<file path="src/rtl/flyby_pkg.sv">
package flyby_pkg;
  typedef enum logic [1:0] {
    SEL_PTR   = 2'd0,
    SEL_START = 2'd1,
    SEL_STOP  = 2'd2,
    SEL_CTRL  = 2'd3
  } sel_e;

  localparam int CTRL_GO    = 0;
  localparam int CTRL_ABORT = 1;
  localparam int PHW        = 2;
  localparam logic [PHW-1:0] PH_IDLE  = 2'd0;
  localparam logic [PHW-1:0] PH_RD    = 2'd1;
  localparam logic [PHW-1:0] PH_WR    = 2'd2;
  localparam logic [PHW-1:0] PH_LAST  = 2'd3;
endpackage

</file>
<file path="src/rtl/flyby_regs.sv">
module flyby_regs
  import flyby_pkg::*;
#(
  parameter int AW = 16,
  parameter int PW = 8
) (
  input  logic          clk,
  input  logic          rst,
  input  logic          wr_en,
  input  logic [1:0]    wr_sel,
  input  logic [AW-1:0] wr_data,
  input  logic          busy,
  output logic [PW-1:0] ptr_q,
  output logic [AW-1:0] start_q,
  output logic [AW-1:0] stop_q,
  output logic          go,
  output logic          abort
);
  logic ctrl_hit;
  logic cfg_ok;

  assign ctrl_hit = wr_en && (wr_sel == SEL_CTRL);
  assign cfg_ok   = wr_en && !busy;
  assign go       = ctrl_hit && wr_data[CTRL_GO] && !busy;
  assign abort    = ctrl_hit && wr_data[CTRL_ABORT] && busy;

  always_ff @(posedge clk) begin
    if (rst) begin
      ptr_q   <= '0;
      start_q <= '0;
      stop_q  <= '0;
    end else if (cfg_ok) begin
      case (wr_sel)
        SEL_PTR:   ptr_q   <= wr_data[PW-1:0];
        SEL_START: start_q <= wr_data;
        SEL_STOP:  stop_q  <= wr_data;
        default:   ;
      endcase
    end
  end
endmodule

</file>
<file path="src/rtl/flyby_phase.sv">
module flyby_phase
  import flyby_pkg::*;
(
  input  logic           clk,
  input  logic           rst,
  input  logic           clr,
  input  logic           run,
  input  logic           wait_i,
  output logic [PHW-1:0] phase,
  output logic           carry,
  output logic           rd_n,
  output logic           wr_n
);
  logic stall;

  // Wait only counts at the boundary slot; mid-transfer it is not looked at.
  assign stall = (phase == PH_IDLE) && wait_i;
  assign carry = run && (phase == PH_LAST);

  always_ff @(posedge clk) begin
    if (rst || clr)
      phase <= PH_IDLE;
    else if (run && !stall)
      phase <= phase + 1'b1;
  end

  // The write pulse sits strictly inside the read window.
  assign rd_n = !(run && ((phase == PH_RD) || (phase == PH_WR)));
  assign wr_n = !(run && (phase == PH_WR));
endmodule

</file>
<file path="src/rtl/flyby_addr_cnt.sv">
module flyby_addr_cnt #(
  parameter int W = 16
) (
  input  logic         clk,
  input  logic         rst,
  input  logic         load,
  input  logic [W-1:0] ld_val,
  input  logic         inc,
  output logic [W-1:0] q
);
  always_ff @(posedge clk) begin
    if (rst)
      q <= '0;
    else if (load)
      q <= ld_val;
    else if (inc)
      q <= q + 1'b1;
  end
endmodule

</file>
<file path="src/rtl/flyby_dma.sv">
module flyby_dma
  import flyby_pkg::*;
#(
  parameter int AW = 16,
  parameter int PW = 8
) (
  input  logic          clk,
  input  logic          rst,
  input  logic          wr_en,
  input  logic [1:0]    wr_sel,
  input  logic [AW-1:0] wr_data,
  input  logic          wait_i,
  output logic          rd_n,
  output logic          wr_n,
  output logic [PW-1:0] src_addr,
  output logic [AW-1:0] dst_addr,
  output logic          busy,
  output logic          done
);
  logic [PW-1:0]  ptr_q;
  logic [AW-1:0]  start_q;
  logic [AW-1:0]  stop_q;
  logic           go_w;
  logic           ab_w;
  logic           carry_w;
  logic [PHW-1:0] phase_w;
  logic           step_w;
  logic           finish_w;
  logic           empty_w;
  logic [AW-1:0]  dst_next;
  logic           busy_q;
  logic           done_q;

  flyby_regs #(.AW(AW), .PW(PW)) u_regs (
    .clk(clk), .rst(rst), .wr_en(wr_en), .wr_sel(wr_sel), .wr_data(wr_data),
    .busy(busy_q), .ptr_q(ptr_q), .start_q(start_q), .stop_q(stop_q),
    .go(go_w), .abort(ab_w)
  );

  flyby_phase u_phase (
    .clk(clk), .rst(rst), .clr(go_w | ab_w), .run(busy_q), .wait_i(wait_i),
    .phase(phase_w), .carry(carry_w), .rd_n(rd_n), .wr_n(wr_n)
  );

  // Abort freezes the addresses of the interrupted transfer.
  assign step_w   = carry_w && !ab_w;
  assign dst_next = dst_addr + 1'b1;
  assign finish_w = step_w && (dst_next == stop_q);
  assign empty_w  = (start_q == stop_q);

  flyby_addr_cnt #(.W(PW)) u_src (
    .clk(clk), .rst(rst), .load(go_w), .ld_val(ptr_q), .inc(step_w), .q(src_addr)
  );

  flyby_addr_cnt #(.W(AW)) u_dst (
    .clk(clk), .rst(rst), .load(go_w), .ld_val(start_q), .inc(step_w), .q(dst_addr)
  );

  always_ff @(posedge clk) begin
    if (rst) begin
      busy_q <= 1'b0;
      done_q <= 1'b0;
    end else if (go_w) begin
      busy_q <= !empty_w;
      done_q <= empty_w;
    end else if (ab_w) begin
      busy_q <= 1'b0;
    end else if (finish_w) begin
      busy_q <= 1'b0;
      done_q <= 1'b1;
    end
  end

  assign busy = busy_q;
  assign done = done_q;
endmodule

</file>
<file path="config.mk">
export PLATFORM = sky130hd
export DESIGN_NAME = flyby_dma
export DESIGN_NICKNAME = d
export VERILOG_FILES = /design/src/rtl/flyby_pkg.sv /design/src/rtl/flyby_regs.sv /design/src/rtl/flyby_phase.sv /design/src/rtl/flyby_addr_cnt.sv /design/src/rtl/flyby_dma.sv
export SDC_FILE = /design/constraint.sdc
export NUM_CORES = 1
export LEC_CHECK = 0
export BUFFER_PORTS_ARGS = -buffer_cell sky130_fd_sc_hd__buf_2
export CAP_MARGIN = 20
export CORE_MARGIN = 3
export CORE_UTILIZATION = 34
export DETAILED_ROUTE_END_ITERATION = 8
export GPL_TIMING_DRIVEN = 0
export PLACE_DENSITY = 0.54
export SKIP_LAST_GASP = 1
export SYNTH_ARGS = -nofsm -noshare
export SYNTH_HDL_FRONTEND = slang
export SYNTH_SLANG_ARGS = --single-unit
export TNS_END_PERCENT = 100
</file>
<file path="constraint.sdc">
create_clock -name clk -period 2.75 [get_ports clk]
set_input_delay 0.4125 -clock clk [delete_from_list [all_inputs] [get_ports clk]]
set_output_delay 0.4125 -clock clk [all_outputs]
set_load 0.1 [all_outputs]
</file>
## Word level (Yosys, flattened, before mapping)

Index checks and enable logic that the tools add are counted.

- Add/sub/neg operators: 3
- Equal/unequal tests: 9
- Mux-type cells: 10
- Bitwise gates (word level): 1
- Reduce and logical (&&, ||, !) cells: 30

Operators with widths:

| kind | count |
|---|---|
| $eq 16x16->1 | 2 |
| $mux 16 | 2 |
| $add 16x1->16 const B | 1 |
| $mux 8 | 2 |
| $logic_and 1x1->1 | 13 |
| $add 8x1->8 const B | 1 |
| $eq 2x2->1 const B | 4 |
| $reduce_and 2->1 | 4 |
| $logic_not 1->1 | 6 |
| $mux 1 | 6 |
| $eq 2x1->1 const B | 2 |
| $logic_not 2->1 | 2 |
| $reduce_bool 2->1 | 2 |
| $reduce_bool 3->1 | 1 |
| $add 2x1->2 const B | 1 |
| $logic_or 1x1->1 | 2 |
| $ne 2x2->1 const B | 1 |
| $or 1x1->1 | 1 |

- Bits in registers: 68
- Input bits: 22
- Word-level logic and storage cells: 61

## Longest topological paths before layout

- Depth after elaboration: 10
- Mapped depth: 8
- Mapped depth without buffers: 7

## Cells and area by module

Synthesis repeated with hierarchy kept, for this count alone.

- Cell total of the unflattened synthesis: 447
- Area, all modules: 4,131.5 µm²

By module, submodules not included:

| module | times used | cells each | area each (µm²) | seq. area each (µm²) |
|---|---|---|---|---|
| flyby_regs | 1 | 156 | 1,680.4 | 800.8 |
| flyby_addr_cnt (u_dst) | 1 | 112 | 984.7 | 320.3 |
| flyby_dma | 1 | 109 | 825.8 | 40.0 |
| flyby_addr_cnt (u_src) | 1 | 53 | 464.2 | 160.2 |
| flyby_phase | 1 | 17 | 176.4 | 40.0 |

## Worst setup path after synthesis

OpenSTA, ideal clock, no wires.

- Path type: register -> register
- Start: register u_dst.q[0]
- End: register busy_q (netlist: busy)
- Arrival: 2,768 ps
- Data required time: 2,626 ps
- Path slack: -142 ps
- Stages on the path, launching flop included: 8
- Path buffers: 0
- Clock period less this slack: 2,892 ps
- Path through: dfxtp_1 > ha_1 > and3_1 > and4_1 > xnor2_1 > a2111o_1 > nor4_2 > o2bb2ai_1

- Longest elaborated chain between the ends: 4

RTL lines:

| item | line | source |
|---|---|---|
| start: declaration | flyby_addr_cnt.sv:9 | `output logic [W-1:0] q` |
| start signal: assignment | flyby_addr_cnt.sv:15 | `q <= ld_val;` |
| start signal: assignment | flyby_addr_cnt.sv:17 | `q <= q + 1'b1;` |
| $add 16x1->16 | flyby_dma.sv:47 | `assign dst_next = dst_addr + 1'b1;` |
| $eq 16x16->1 | flyby_dma.sv:48 | `assign finish_w = step_w && (dst_next == stop_q);` |
| $logic_and 1x1->1 | flyby_dma.sv:48 |  |
| $reduce_bool 3->1 (no source line) | - |  |
| end signal: assignment | flyby_dma.sv:64 | `busy_q <= !empty_w;` |
| end: declaration | flyby_dma.sv:31 | `logic busy_q;` |

Every way passes these cells.
A chain may end at the register's enable or synchronous reset.

## Worst setup path in the final report

Ends and elaborated chain as after synthesis.

==> results.txt <==
GRT Total Usage: 19.5%
first-pass GRT wire length: 17.6 mm
Die Span X: 110 µm
M2 GR Usage: 29.8%
Starting Density: 35.3%
worst endpoint data arrival time: 2.67 ns
CTS Root Cell: clkbuf_8
Critical Path RT: 2.99 ns
FF-to-FF setup slack: 0.32 ns
post-synthesis sequential area ratio: 37.2%
total CTS buffers: 9
area share of the largest cell type after synthesis: 37.2%
Cell variety after synth: 50
DRT Wirelength: 11.2 mm
Top FF cell, synth: dfxtp_1
share of cells above drive strength 1: 17.8%
FFs w/ async S/R, synth: 0%
row count: 37
Synth Net Count: 501
Hold Path End: u_regs.stop_q[13]
Post-Synthesis Cells: 474
Max Clock Skew: 0.00870 ns
crit-path cells: ha_1 > and3_1 > and4_1 > xnor2_1 > a2111o_1 > nor4_2 > o2bb2ai_1
Post-Syn Area: 3660 µm²
initial antenna violation count: 0
hold path depth: 3
Yosys warning count: 0
CP max stage delay: 0.44 ns
Post-Syn Area per Cell: 7.71 µm²
total grt overflow: 0
die height: 110 µm
postcts setup bufs: 0
Detailed Place HPWL: 8.51 mm
nets: 560
maxcap violations: 0
CTS H-tree lvls: 3
DR vias/cell: 5.31
CTS tree: done
P_leak: 1.53 nW
clk sink count: 68
Fin. Hold Viols: 0
top cells by area, synth: dfxtp_1 37%, nand2_1 10%, a21oi_1 8.4%, xnor2_1 7.4%, nor2_1 3.5%
RR Startpoint: u_dst.q[0]
vias in the first global route: 3272
slowest CP cell: dfxtp_2
Final setup viols: 0
run status: completed
critical path type: reg -> reg
DRC violations left: 0
area grow syn2layout: 17.9%
synthesis-stage register bit count: 68
Worst setup SP type: flop
global route hottest layer: met2
r2r endpoint: busy
worst min path class: in -> reg
setup TNS: 0 ns
Max Fclk: 411 MHz
CP Capture Type: flop
via count: 3576
M3 GR Usage: 3.58%
met1 usage: 27.6%
R2R depth: 7
fin. max-slew vios: 0
CORE AREA: 10400 µm²
largest net degree at the start of global routing: 13
Worst VDD drop: 0.264 mV
hold path start: wr_data[13]
Tightest Pin Transition: 0.828 ns
Final Critical Period: 2.43 ns
drt pass-1 iters: 5
routability-driven placement congestion ratio: 0.962
Crit Path Max Fanout: 8
DR iter-0 viols: 216
Worst-path clk slew: 0.08 ns
cell taking the most area after synthesis: dfxtp_1
ant diodes: 0
Design Power: 2.18 mW
maximum clock path buffer count: 2
Power Density: 505 nW/µm²
RSZ-0062 raised after global routing: false
commonest non-fill, non-tap cells in the layout: 102 x nand2_1, 61 x a21oi_1, 58 x dfxtp_1
Final Cycle Share: 88.4%
# IOs: 50
die area: 12000 µm²
Clk Latency, worst-skew pair: 0.36 ns
most common cell after layout, fill and taps aside: nand2_1
Detail Route Antenna Nets: 0
IO buf count: 48
Routed wire per std cell: 16.7 µm
Post-synth EDFFs: 0
Worst slew margin: 44.7%
## worst max-delay path by stage
stage / from / endpoint / slack [ns]
6_report: u_dst.q[0] / busy / 0.32
5_1_grt: u_dst.q[0] / busy / 0.09
4_1_cts: u_dst.q[0] / busy / 0.24
3_5_place_dp: u_dst.q[0] / busy / 0.27
3_3_place_gp: u_dst.q[0] / busy / 0.28
2_1_floorplan: u_dst.q[6] / done / 0.02
## final cells by class
cell class,count,area [µm²]
clock buffer,10,138
fill,1123,6060
tap,136,170
clock inverter,6,87.6
buffer,31,171
timing repair buffer,48,240
sequential,68,1370
multi-input combinational,368,2100
inverter,7,26.3
## layer usage
layer  vias to the layer above  wire (µm)
li1                       1780          -
met5                         -          0
met2                       113       4980
met1                      1662       5350
met3                        21        683
met4                         0        227
## state kept, by name (all words and copies together) (netlist names)
signal          count
busy                1
u_src.q             8
u_phase.phase       2
u_regs.start_q     16
done                1
u_regs.stop_q      16
u_dst.q            16
u_regs.ptr_q        8
## cells by family after synthesis
| kind of cell | share of synthesized area [%] |
|---|---|
| adders and majority gates | 1.71 |
| and+or+nand+nor | 27.6 |
| AOI/OAI and AO/OA | 17.3 |
| buffers and inverters | 5.41 |
| DFF | 37.2 |
| muxes | 1.40 |
| xor gates and xnor gates | 9.34 |
## timing repair
action                     4_1_cts  5_1_grt
hold buffers                     0        0
gates resized for setup          0        1
setup endpoints to repair        0        2
## cell usage after synthesis, drive strengths merged (3+ instances only)
library cell,instances
nand2,102
dfxtp,68
a21oi,61
nor2,35
xnor2,31
clkbuf,25
o21ai,20
nand4,14
nand3,12
nor3,11
nor4,9
a221oi,8
xor2,8
inv,7
and3,6
buf,6
ha,5
a22oi,4
a31oi,4
mux2i,4
nand2b,4
nor3b,4
and2,3
and4,3
or4,3
## through the flow
| step | std cells | util, % | instance area, µm² | hold slack, ns | setup WS (ns) |
|---|---|---|---|---|---|
| 3_3_place_gp | 658 | 39.3 | 4080 | 0.452 | 0.280 |
| 2_1_floorplan | 474 | - | 3670 | 0.436 | 0.0168 |
| 5_1_grt | 674 | 41.6 | 4310 | 0.303 | 0.0894 |
| 6_report | 674 | 41.6 | 4310 | 0.298 | 0.318 |
| 3_5_place_dp | 658 | 39.3 | 4080 | 0.457 | 0.271 |
| 4_1_cts | 674 | 41.5 | 4300 | 0.281 | 0.240 |
## critical path: cells and delay by family (launching register included)
family | cells | cell delay [ns]
simple gates | 3 | 0.93
compound gates | 2 | 0.54
flops | 1 | 0.44
fa+ha+maj | 1 | 0.32
xor+xnor | 1 | 0.08
## report_power, final
group          internal, mW  switching, mW  total [mW]
logic                0.0636          0.116       0.179
registers              1.01         0.0288        1.04
clock network         0.533          0.428       0.961
total                  1.60          0.572        2.18
No activity file was read; power rests on OpenSTA's default activity.
